File: src/rtl/supv_rst_seq.sv
module supv_rst_seq #(
  parameter int unsigned TIME_DIV       = 1000,
  parameter int unsigned MR_QUAL_TICKS  = 25,
  parameter int unsigned MR_DELAY_TICKS = 12,
  parameter int unsigned CNT_W          = 32
) (
  input  logic       clk,
  input  logic       rst_n,
  input  logic       tick_1us,
  input  logic       uv_flag,
  input  logic       lowline_flag,
  input  logic       pfail_flag,
  input  logic       mr_n_raw,
  input  logic       wdi,
  input  logic [3:0] tmo_sel,
  input  logic       rst_active_high,
  output logic       rst_out,
  output logic       lowline_n,
  output logic       pfail_n
);
  function automatic int unsigned scl(input int unsigned us);
    int unsigned v;
    v = us / TIME_DIV;
    return (v == 0) ? 1 : v;
  endfunction

  localparam logic [CNT_W-1:0] HOLD0 = CNT_W'(scl(1400));
  localparam logic [CNT_W-1:0] HOLD1 = CNT_W'(scl(28000));
  localparam logic [CNT_W-1:0] HOLD2 = CNT_W'(scl(200000));
  localparam logic [CNT_W-1:0] HOLD3 = CNT_W'(scl(1600000));
  localparam logic [CNT_W-1:0] WD0   = CNT_W'(scl(6200));
  localparam logic [CNT_W-1:0] WD1   = CNT_W'(scl(102000));
  localparam logic [CNT_W-1:0] WD2   = CNT_W'(scl(1600000));
  localparam logic [CNT_W-1:0] WD3   = CNT_W'(scl(25600000));
  localparam int unsigned      MR_TOT = MR_QUAL_TICKS + 1 + MR_DELAY_TICKS;
  localparam int unsigned      MR_W   = $clog2(MR_TOT + 1);

  logic [CNT_W-1:0] hold_lim, wd_lim, hold_cnt, wd_cnt;
  logic [MR_W-1:0]  mr_cnt;
  logic [1:0]       mr_sync;
  logic [2:0]       wd_sync;
  logic             rst_act, mr_low, mr_hit, wd_edge, wd_fire;

  always_comb begin
    case (tmo_sel[1:0])
      2'd0:    hold_lim = HOLD0;
      2'd1:    hold_lim = HOLD1;
      2'd2:    hold_lim = HOLD2;
      default: hold_lim = HOLD3;
    endcase
    case (tmo_sel[3:2])
      2'd0:    wd_lim = WD0;
      2'd1:    wd_lim = WD1;
      2'd2:    wd_lim = WD2;
      default: wd_lim = WD3;
    endcase
  end

  assign mr_low  = ~mr_sync[1];
  assign mr_hit  = (mr_cnt == MR_W'(MR_TOT));
  assign wd_edge = wd_sync[2] ^ wd_sync[1];
  assign wd_fire = !rst_act && tick_1us && !wd_edge && (wd_cnt >= wd_lim - CNT_W'(1));

  assign rst_out   = rst_active_high ? rst_act : ~rst_act;
  assign lowline_n = ~lowline_flag;
  assign pfail_n   = ~pfail_flag;

  always_ff @(posedge clk or negedge rst_n) begin
    if (!rst_n) begin
      mr_sync <= 2'b11;
      wd_sync <= 3'b000;
    end else begin
      mr_sync <= {mr_sync[0], mr_n_raw};
      wd_sync <= {wd_sync[1:0], wdi};
    end
  end

  always_ff @(posedge clk or negedge rst_n) begin
    if (!rst_n)                       mr_cnt <= '0;
    else if (!mr_low)                 mr_cnt <= '0;
    else if (tick_1us && !mr_hit)     mr_cnt <= mr_cnt + MR_W'(1);
  end

  always_ff @(posedge clk or negedge rst_n) begin
    if (!rst_n) begin
      rst_act  <= 1'b1;
      hold_cnt <= '0;
    end else if (uv_flag || mr_hit || wd_fire) begin
      rst_act  <= 1'b1;
      hold_cnt <= '0;
    end else if (rst_act && tick_1us) begin
      if (hold_cnt >= hold_lim - CNT_W'(1)) begin
        rst_act  <= 1'b0;
        hold_cnt <= '0;
      end else begin
        hold_cnt <= hold_cnt + CNT_W'(1);
      end
    end
  end

  always_ff @(posedge clk or negedge rst_n) begin
    if (!rst_n)                              wd_cnt <= '0;
    else if (rst_act || wd_edge || wd_fire)  wd_cnt <= '0;
    else if (tick_1us)                       wd_cnt <= wd_cnt + CNT_W'(1);
  end
endmodule

File: config.mk
export PLATFORM = sky130hd
export DESIGN_NAME = supv_rst_seq
export DESIGN_NICKNAME = d
export VERILOG_FILES = /design/src/rtl/supv_rst_seq.sv
export SDC_FILE = /design/constraint.sdc
export NUM_CORES = 1
export LEC_CHECK = 0
export BUFFER_PORTS_ARGS = -buffer_cell sky130_fd_sc_hd__buf_2
export CORE_MARGIN = 2
export CORE_UTILIZATION = 35
export DETAILED_ROUTE_END_ITERATION = 12
export PLACE_DENSITY = 0.54
export REMOVE_ABC_BUFFERS = 1
export SYNTH_ARGS = -nofsm -noshare
export SYNTH_HDL_FRONTEND = slang
export SYNTH_SLANG_ARGS = --single-unit
File: constraint.sdc
create_clock -name clk -period 6.06 [get_ports clk]
set_input_delay 0.909 -clock clk [delete_from_list [all_inputs] [get_ports clk]]
set_output_delay 0.909 -clock clk [all_outputs]
set_load 0.005 [all_outputs]
==> impl_metrics.csv, run 1 <==
group,metric,value,unit
route,vias,3220,
sta,maxSlewViolCount,0,
clock_tree,h-tree-depth,3,
logic_synthesis,yosysTopAreaCell,"dfrtp_1",
route,vias_per_cell,5.210,
grt,overflow,0,
logic_synthesis,synth_warnings,0,
logic_synthesis,synth-simple-area-share,23.93,%
grt,grt_pass1_vias,3278,
clock_tree,cts_sinks,76,
layout,fin_nets,507,
logic_synthesis,synth_xor_area_share,5.176,%
route,post_drt_wl_per_cell,14.32,um
worst_setup_path,worstPathMaxFanout,13,
grt,use_met3,4.038,%
sta,setup_tns,0,ns
clock_tree,hold_buffers,0,
pwr,pwr-share-comb,5.6,%
sta,timing.final.crit_period,3.592,ns
clock_tree,post_cts_buffers,0,
sta,rsz0062_at_grt,"false",
route,drtPass1Iterations,6,
logic_synthesis,synth_fa_ha_area_share,8.282,%
clock_tree,cts_tree,"done",
sta,setup_viol,0,
sta,setup_ws,2.468,ns
logic_synthesis,synth_edf_count,0,
place,dp_hpwl,6.264,mm
logic_synthesis,synth_compound_area_share,13.96,%
route,drt_iter0_markers,153,
layout,antenna_cells,0,
floorplan,io_pins,16,
sta,period_share,59.27,%
pwr,clockPowerShare,53.1,%
grt,met1_usage,20.84,%
pwr,power.switching,267.3,uW
logic_synthesis,synth_area_leaders,"dfrtp_1, ha_1, nor2_1",
pwr,switching_share,21.22,%
hold_path,worstHoldStart,"wd_sync[0]$_DFF_PN0_",
run,cap_viol_max_count,0,
grt,grt_max_degree,77,
worst_setup_path,reg2reg_depth,7,
clock_tree,clk_path_buf_depth,2,
pwr,internal-power,992.7,uW
worst_setup_path,cp-start-kind,"input port",
floorplan,dieArea,12980,um2
grt,grtUsageMet2,24.84,%
sta,skew,0.01223,ns
place,place_congestion,0.8425,
worst_setup_path,worst-endpoint-arrival,3.82,ns
pwr,pwr_density_cell,260.8,nW/um2
floorplan,start_util,35.51,%
logic_synthesis,synthCells,446,
grt,grt_pass1_wl,16.01,mm
layout,final_cell_mix,"dfrtp_1, nor2_1, nand2_1",
logic_synthesis,syn_area,4230,um2
worst_setup_path,reg2reg_from,"wd_cnt[6]$_DFFE_PN0P_",
route,wl,8.850,mm
logic_synthesis,synth_cell_type_count,54,
sta,fmaxAchievable,278.4,MHz
sta,relSlewSlack,23.62,%
logic_synthesis,synth_top_family_by_area,"simple AND/OR/NAND/NOR gates",
worst_setup_path,cp-startpoint,"tmo_sel[3]",
grt,antenna_found_initial,0,
sta,hold_viol_final,0,
floorplan,die_x,113.9,um
hold_path,hold_depth,0,
worst_setup_path,timing.rr.end,"hold_cnt[7]$_DFFE_PN0P_",
run_status,outcome,"finished, final reports clean",
floorplan,fp-row-count,40,
route,ant_nets,0,
logic_synthesis,yosysTopAreaCellShare,43.18,%
logic_synthesis,avgSynthCellArea,9.485,um2
place,port_buffers,15,
logic_synthesis,synthFlopType,"dfrtp_1",
floorplan,fp.coreArea,11910,um2
clock_tree,root_buffer,"clkbuf_16",
pwr,ir_drop,160.0,uV
route,drc_errors,0,
logic_synthesis,yosysSeqAreaShare,45.05,%
layout,syn2layout_area_growth,14.23,%
layout,drive_gt1_share,10.62,%
hold_path,holdCritPathClass,"register to register",
grt,busiest_layer,"met2",
pwr,p_leak,0.002146,uW
clock_tree,clk_latency,0.33,ns
pwr,power_frac_seq,41.3,%
layout,layout_commonest_cell,"dfrtp_1",
clock_tree,numCtsBuffers,9,
worst_setup_path,reg2reg_slack,2.78,ns
sta,tightest_slew,1.135,ns
worst_setup_path,required,6.29,ns
floorplan,die_h,113.9,um
worst_setup_path,path_class,"input port to register",
grt,grt_usage,15.25,%
logic_synthesis,synthMuxAreaShare,0,%
layout,utilization,40.57,%
clock_tree,clk_pin_slew,0.06,ns
clock_tree,cts.repair.resized,0,
worst_setup_path,end_kind,"register",
place,post-place-ws,2.136,ns
logic_synthesis,ys_ff_latch,76,
logic_synthesis,ys_async_sr_fraction,100.0,%
worst_setup_path,cp-endpoint,"hold_cnt[7]$_DFFE_PN0P_",
cells in the mapped netlist, drive strengths merged, types with 2 or more instances:
cell    number
buf          8
o31ai        4
nand2b       6
nor4        12
nand2       36
a32oi        2
o22ai        8
o21ai        6
o31a         2
nand4       12
nor2b        3
ha          28
o311ai       3
a41oi        4
nand3b       2
or2          4
a21o         2
and4         4
clkbuf       3
a31oi       21
nor2        65
a21oi       16
dfrtp       73
inv         24
xnor2       10
nand3       20
xor2        15
dfstp        3
and3        15
nor3        10
and2         8
o41a         2
or3          3
through the flow:
| step | power [uW] | instances | hold slack, ns | instance area (um2) |
|---|---|---|---|---|
| finish | 1260 | 618 | 0.3483 | 4832 |
| global route | 1306 | 618 | 0.3625 | 4832 |
| CTS | 1275 | 618 | 0.3513 | 4832 |
| detailed placement | 601.9 | 602 | 0.3379 | 4459 |
| global placement | 600.7 | 602 | 0.3440 | 4459 |
| floorplan | 569.6 | 439 | 0.3312 | 4187 |
kinds of logic (layout without fill, tap and decap cells):
logic type      after synthesis  after routing
compound gates               80             80
buf+inv                      35             56
simple gates                201            201
flops                        76             76
fa+ha+maj                    28             28
other cells                   1              5
xor+xnor                     25             25
power by group through the flow:
stage                     clock [uW]  combinational [uW]  sequential, uW
after global routing             701                83.3             522
after CTS                        681                72.7             520
after floorplan                    0                41.7             528
after global placement             0                71.0             530
final                            669                70.9             521
after detailed placement           0                72.2             530
state kept, by name (all words and copies together), names as in the netlist:
name,cells
hold_cnt,32
mr_cnt,6
mr_sync,2
rst_act,1
wd_cnt,32
wd_sync,3
layer usage:
metal,vias to the layer above,share of wire (%)
li1,1643,-
met1,1539,50
met2,32,47
met3,6,2.6
met4,0,0.69
met5,-,0
area by class of cell:
cell class              count  area [um2]
clock buffers              10       239.0
clock inverters             6       133.9
fillers                  1202        7079
inverters                  24       90.09
multi-input cells         339        2195
flip-flops and latches     76        1906
well taps                 147       183.9
repair buffers             16       85.08
how the worst min path moves through the flow:
stage | slack [ns] | to
2_1_floorplan | 0.33 | wd_sync[1]$_DFF_PN0_
3_3_place_gp | 0.34 | wd_sync[1]$_DFF_PN0_
3_5_place_dp | 0.34 | wd_sync[1]$_DFF_PN0_
4_1_cts | 0.35 | wd_sync[1]$_DFF_PN0_
5_1_grt | 0.36 | mr_sync[1]$_DFF_PN1_
6_report | 0.35 | wd_sync[1]$_DFF_PN0_
critical path, stage by stage:
cell      delay (ns)
buf_2           0.16
nand2_1         0.10
ha_1            0.30
and3_1          0.16
a221oi_1        0.23
o22ai_1         0.22
o311ai_2        0.99
nand3_2         0.40
o311ai_2        0.35
No activity file was read; power rests on OpenSTA's default activity.
==> inputs of run 2 (changes only) <==
--- a/config.mk
+++ b/config.mk
@@ -5,6 +5,7 @@
 export SDC_FILE = /design/constraint.sdc
 export NUM_CORES = 1
 export LEC_CHECK = 0
+export ABC_AREA = 1
 export BUFFER_PORTS_ARGS = -buffer_cell sky130_fd_sc_hd__buf_2
 export CORE_MARGIN = 2
 export CORE_UTILIZATION = 35
==> constraint.sdc (replaced) <==
create_clock -name clk -period 3.6 [get_ports clk]
set_input_delay 0.54 -clock clk [delete_from_list [all_inputs] [get_ports clk]]
set_output_delay 0.54 -clock clk [all_outputs]
set_load 0.005 [all_outputs]
==> run 2 against run 1 <==
Net effect: worst hold slack worse by 0.040 ns; non-clock buffer count unchanged; sequential share of layout area up 2.0 points; highest routed layer unchanged; global-route usage down 2.1 points; synthesized cell count up 15%; critical path depth up 5.
==> impl_metrics.csv, run 2 <==
group,metric,value,unit
logic_synthesis,synthTopCellsByCount,"nand2_1, nor2_1, inv_1",
layout,drive_gt1_share,8.194,%
clock_tree,h-tree-depth,3,
clock_tree,clk_pin_slew,0.06,ns
layout,utilization,40.27,%
floorplan,dieArea,12540,um2
pwr,p_leak,0.002335,uW
clock_tree,cts_sinks,76,
grt,grt_pass1_vias,3090,
logic_synthesis,syn_area,4081,um2
sta,setup_ws,1.272,ns
floorplan,die_x,112.0,um
run,cap_viol_max_count,0,
sta,hold_viol_final,0,
logic_synthesis,synth_cell_type_count,30,
clock_tree,root_buffer,"clkbuf_16",
run_status,outcome,"finished, final reports clean",
route,wl,7.467,mm
pwr,ir_drop,277.6,uV
place,place_area,4292,um2
route,ant_nets,0,
clock_tree,clk_latency,0.33,ns
worst_setup_path,worst-endpoint-arrival,2.60,ns
logic_synthesis,yosysTopAreaCell,"dfrtp_1",
pwr,pwr_density_cell,415.1,nW/um2
sta,setup_tns,0,ns
layout,design_area,4598,um2
clock_tree,cts_tree,"done",
layout,antenna_cells,0,
sta,rsz0062_at_grt,"false",
worst_setup_path,path_delay_family,"simple AND/OR/NAND/NOR gates",
route,drtPass1Iterations,7,
place,port_buffers,15,
logic_synthesis,yosysSeqAreaShare,46.69,%
layout,nFillCells,1178,
grt,grt_usage,13.12,%
route,drc_errors,0,
logic_synthesis,avgSynthCellArea,7.987,um2
layout,final_cell_mix,"nand2_1, nor2_1, inv_1",
sta,tightest_slew,0.9453,ns
floorplan,fp-row-count,39,
floorplan,start_util,35.74,%
sta,timing.final.crit_period,2.328,ns
sta,setup_viol,0,
logic_synthesis,ys_ff_latch,76,
logic_synthesis,synthCells,511,
logic_synthesis,synth.most_common_cell,"nand2_1",
clock_tree,numCtsBuffers,9,
logic_synthesis,synth_area_leaders,"dfrtp_1, nand2_1, ha_1",
clock_tree,post_cts_buffers,0,
logic_synthesis,synth_edf_count,0,
layout,largestRegisters,"hold_cnt x32, wd_cnt x32, mr_cnt x6",
route,vias_per_cell,4.569,
grt,antenna_found_initial,0,
worst_setup_path,cp-start-kind,"input port",
logic_synthesis,synthFlopType,"dfrtp_1",
route,post_drt_wl_per_cell,10.98,um
grt,grt_max_degree,77,
clock_tree,cts.repair.resized,0,
worst_setup_path,end_kind,"register",
floorplan,die_h,112.0,um
grt,grt_pass1_wl,13.49,mm
floorplan,fp.coreArea,11420,um2
worst_setup_path,path_cells,"buf_2 -> nand2_1 -> ha_1 -> nand2_1 -> inv_1 -> o21bai_1 -> nand2_1 -> a21oi_1 -> nand3_2 -> nand2_4 -> nand3_2 -> inv_2 -> nand2_1 -> nand2_1",
worst_setup_path,required,3.87,ns
logic_synthesis,yosysTopAreaCellShare,44.76,%
logic_synthesis,synth_warnings,0,
hold_path,holdCritPathClass,"input port to register",
sta,period_share,64.66,%
sta,maxSlewViolCount,0,
worst_setup_path,critical_path.slowest_cell,"inv_2",
sta,fmaxAchievable,429.6,MHz
worst_setup_path,cp_num_buf_inv,3,
floorplan,io_pins,16,
grt,overflow,0,
worst_setup_path,cp_common_cell,"nand2_1",
place,dp_hpwl,5.301,mm
layout,fin_nets,573,
place,place_congestion,0.7724,
place,post-place-ws,0.8926,ns
clock_tree,clk_path_buf_depth,2,
worst_setup_path,worstPathMaxFanout,22,
clock_tree,hold_buffers,0,
route,vias,3107,
worst_setup_path,path_class,"input port to register",
logic_synthesis,ys_async_sr_fraction,100.0,%
layout,syn2layout_area_growth,12.66,%
worst_setup_path,slowest_delay,0.35,ns
layout,layout_commonest_cell,"nand2_1",
route,drt_iter0_markers,121,
sta,skew,0.01061,ns
sta,relSlewSlack,36.98,%
-- run 2: final cells by class --
class | instances | area, um2 | area share (%)
multi-input cells | 346 | 1810 | 39.37
clock inverters | 3 | 46.29 | 1.007
well taps | 143 | 178.9 | 3.891
repair buffers | 16 | 85.08 | 1.850
clock buffers | 13 | 260.3 | 5.660
inverters | 83 | 311.5 | 6.776
flip-flops and latches | 76 | 1906 | 41.44
-- run 2: power by group --
group	switching, uW	total (uW)	internal (uW)
registers	10.4	876	866
logic	77.0	111	34.1
clock network	345	921	576
total	432	1910	1480
-- run 2: worst paths after layout --
kind | start | endpoint | slack [ns] | cells past startpoint
setup / recovery | tmo_sel[3] | hold_cnt[6]$_DFFE_PN0P_ | 1.27 | 14
hold reg to reg | wd_sync[0]$_DFF_PN0_ | wd_sync[1]$_DFF_PN0_ | 0.35 | 0
max in group asynchronous | rst_n | hold_cnt[8]$_DFFE_PN0P_ | 2.64 | 1
setup reg to reg | wd_cnt[6]$_DFFE_PN0P_ | hold_cnt[6]$_DFFE_PN0P_ | 1.29 | 12
min in group asynchronous | rst_n | wd_cnt[27]$_DFFE_PN0P_ | 0.35 | 1
hold / removal | mr_n_raw | mr_sync[0]$_DFF_PN1_ | 0.31 | 1
-- run 2: stage by stage --
stage	instances	power, uW	hold slack [ns]
2_1_floorplan	505	955.0	0.2444
3_5_place_dp	664	1006	0.3410
4_1_cts	680	1939	0.2905
6_report	680	1909	0.3085
5_1_grt	680	1999	0.2847
3_3_place_gp	664	1003	0.3364
-- run 2: kinds of logic (layout without fill, tap and decap cells) --
| logic type | Yosys count | after routing | share of synthesized area (%) |
|---|---|---|---|
| buf+inv | 93 | 115 | 9.320 |
| flops | 76 | 76 | 46.69 |
| fa+ha+maj | 28 | 28 | 8.584 |
| compound gates | 25 | 25 | 3.372 |
| xor+xnor | 17 | 17 | 3.648 |
| other cells | 1 | 5 | 0.09188 |
| simple gates | 271 | 271 | 28.30 |
-- run 2: per-layer routing --
layer	part of all wire (%)	vias up	global-route usage (%)	wire, um
li1	-	1619	-	-
met1	50	1437	17.07	3723
met2	46	41	21.54	3411
met3	3.0	10	3.266	222
met4	1.5	0	4.390	110
met5	0	-	0	0
==> inputs of run 3 (changes only) <==
--- a/config.mk
+++ b/config.mk
@@ -5,12 +5,12 @@
 export SDC_FILE = /design/constraint.sdc
 export NUM_CORES = 1
 export LEC_CHECK = 0
-export ABC_AREA = 1
+export ABC_AREA = 0
 export BUFFER_PORTS_ARGS = -buffer_cell sky130_fd_sc_hd__buf_2
 export CORE_MARGIN = 2
 export CORE_UTILIZATION = 35
 export DETAILED_ROUTE_END_ITERATION = 12
-export PLACE_DENSITY = 0.54
+export PLACE_DENSITY = 0.56
 export REMOVE_ABC_BUFFERS = 1
 export SYNTH_ARGS = -nofsm -noshare
 export SYNTH_HDL_FRONTEND = slang
==> constraint.sdc (replaced) <==
create_clock -name clk -period 2 [get_ports clk]
set_input_delay 0.3 -clock clk [delete_from_list [all_inputs] [get_ports clk]]
set_output_delay 0.3 -clock clk [all_outputs]
set_load 0.005 [all_outputs]
==> run 3 against run 2 <==
Net effect: the flow now finishes with violations (negative setup slack); sequential cell count is the same; power grew 83%; combinational power grew to 3.5 times the previous value; worst hold slack lost 0.25 ns; clock power grew 67%; routed wire length grew 48%; clock skew shrank 0.0047 ns; clock-buffer cell count shrank 2; critical path depth shrank 4; setup slack lost 1.8 ns; non-clock buffer count grew 110; via count grew 22%; critical path type is now register to register; critical endpoint is now hold_cnt[29]$_DFFE_PN0P_; largest cell class is now multi-input combinational cells; highest routed layer unchanged.
==> impl_metrics.csv, run 3 (synthesis results as in run 1) <==
group,metric,value,unit
run_status,outcome,"finished with violations",
run_status,violations,"negative setup slack",
route,vias_per_cell,5.203,
sta,whs,0.06236,ns
hold_path,hold_depth,1,
sta,maxSlewViolCount,0,
floorplan,fp-row-count,40,
grt,grt_usage,17.83,%
sta,fmaxAchievable,402.6,MHz
layout,largestRegisters,"hold_cnt x32, wd_cnt x32, mr_cnt x6",
layout,drive_gt1_share,31.33,%
pwr,pwr-share-comb,10.9,%
floorplan,fp.coreArea,11910,um2
pwr,pwr_density_cell,580.9,nW/um2
worst_setup_path,worstPathMaxFanout,16,
route,ant_nets,0,
grt,grt_pass1_wl,18.44,mm
layout,utilization,50.51,%
place,dp_hpwl,7.322,mm
hold_path,worstHoldStart,"mr_n_raw",
sta,setup_tns,-24.13,ns
worst_setup_path,path_class,"register to register",
grt,grt_max_degree,33,
clock_tree,numCtsBuffers,9,
pwr,power_frac_seq,44.9,%
sta,rsz0062_at_grt,"true",
clock_tree,clk_latency,0.34,ns
sta,timing.final.crit_period,2.484,ns
floorplan,dieArea,12980,um2
pwr,power.switching,864.8,uW
place,port_buffers,15,
layout,final_cells,728,
place,dp_cells,693,
clock_tree,root_buffer,"clkbuf_16",
layout,syn2layout_area_growth,42.24,%
worst_setup_path,reg2reg_from,"wd_cnt[5]$_DFFE_PN0P_",
route,vias,3788,
sta,setup_ws,-0.4839,ns
hold_path,holdCritPathClass,"input port to register",
route,drtPass1Iterations,4,
worst_setup_path,reg2reg_depth,10,
layout,seq_area,1906,um2
grt,antenna_found_initial,0,
clock_tree,cts_tree,"done",
sta,skew,0.005925,ns
pwr,ir_drop,386.3,uV
run,cap_viol_max_count,0,
floorplan,start_util,35.51,%
clock_tree,cts_sinks,76,
clock_tree,h-tree-depth,3,
pwr,clockPowerShare,44.2,%
floorplan,die_x,113.9,um
pwr,internal-power,2630,uW
place,place_congestion,0.8221,
sta,period_share,124.2,%
hold_path,whs_endpoint,"mr_sync[0]$_DFF_PN1_",
worst_setup_path,required,2.26,ns
layout,final_cell_mix,"buf_4, dfrtp_1, nor2_1",
clock_tree,clk_path_buf_depth,2,
worst_setup_path,worst-endpoint-arrival,2.75,ns
layout,antenna_cells,0,
route,post_drt_wl_per_cell,15.17,um
sta,setup_viol,65,
grt,overflow,0,
worst_setup_path,timing.rr.end,"hold_cnt[29]$_DFFE_PN0P_",
route,drt_iter0_markers,214,
layout,fin_nets,618,
layout,layout_commonest_cell,"buf_4",
worst_setup_path,cp-start-kind,"register",
worst_setup_path,reg2reg_slack,-0.48,ns
layout,multi_input_area,2465,um2
worst_setup_path,end_kind,"register",
layout,nFillCells,1081,
pwr,power,3495,uW
sta,hold_viol_final,0,
pwr,p_leak,0.002773,uW
floorplan,die_h,113.9,um
grt,grt_pass1_vias,3825,
route,drc_errors,0,
floorplan,io_pins,16,
pwr,switching_share,24.74,%
clock_tree,clk_pin_slew,0.06,ns
route,wl,11.04,mm
## run 3: cell count changes in the layout (fill, tap and decap cells not counted), moves of 7 or more
cell	change
and3_1	+13
buf_4	+90
nand2_1	-73
inv_1	-56
o22ai_1	+7
nand3_1	-12
a31oi_1	+18
buf_6	+7
nor4_1	+9
nor2_1	-28
## run 3: power by group through the flow
| stage | clock network [uW] | logic, uW | registers, uW |
|---|---|---|---|
| after floorplan | 0 | 126 | 1600 |
| after global placement | 0 | 297 | 1600 |
| after detailed placement | 0 | 304 | 1600 |
| after CTS | 1580 | 347 | 1570 |
| after global routing | 1650 | 427 | 1570 |
| final | 1540 | 383 | 1570 |
## run 3: timing repair
item,CTS,global route
endpoints found under the setup margin,65,65
endpoints found under the hold margin,27,0
gates cloned,4,3
resized for setup,29,22
hold buffers,1,0
pin swaps,23,16
setup buffers,6,7
## run 3: cell type report
type	instances	area share (%)
multi-input combinational	340	40.96
sequential	76	31.67
inverter	24	1.497
timing repair buffer	126	18.20
clock inverter	4	0.4159
tap	147	3.057
clock buffer	11	4.200
## run 3: worst max path at each step
stage | start | endpoint | slack (ns) | cells after the start
2_1_floorplan | wd_cnt[15]$_DFFE_PN0P_ | wd_cnt[10]$_DFFE_PN0P_ | -1.06 | 7
3_3_place_gp | tmo_sel[2] | hold_cnt[4]$_DFFE_PN0P_ | -0.66 | 11
3_5_place_dp | tmo_sel[2] | hold_cnt[5]$_DFFE_PN0P_ | -0.72 | 11
4_1_cts | wd_cnt[6]$_DFFE_PN0P_ | hold_cnt[10]$_DFFE_PN0P_ | -0.46 | 9
5_1_grt | wd_cnt[13]$_DFFE_PN0P_ | hold_cnt[19]$_DFFE_PN0P_ | -0.57 | 9
6_report | wd_cnt[5]$_DFFE_PN0P_ | hold_cnt[29]$_DFFE_PN0P_ | -0.48 | 10
## run 3: per-layer routing
metal / track usage [%] / wire [um] / vias up / part of all wire [%]
li1: - / - / 1870 / -
met1: 23.50 / 5092 / 1852 / 46
met2: 28.57 / 5463 / 45 / 49
met3: 3.401 / 247 / 21 / 2.2
met4: 7.967 / 239 / 0 / 2.2
met5: 0 / 0 / - / 0
## run 3: stage by stage
stage	instance area (um2)	worst slack, ns
floorplan	4187	-1.064
global placement	5205	-0.6615
detailed placement	5205	-0.7241
CTS	5763	-0.4578
global route	6017	-0.5739
finish	6017	-0.4839
## run 3: critical path, cell delays in order (launching register included)
cell,delay [ns]
dfrtp_1,0.38
ha_1,0.29
and3_4,0.17
a221oi_4,0.29
o22ai_4,0.14
buf_6,0.14
o41ai_4,0.47
buf_4,0.21
a21oi_4,0.04
buf_12,0.15
nor2_1,0.13
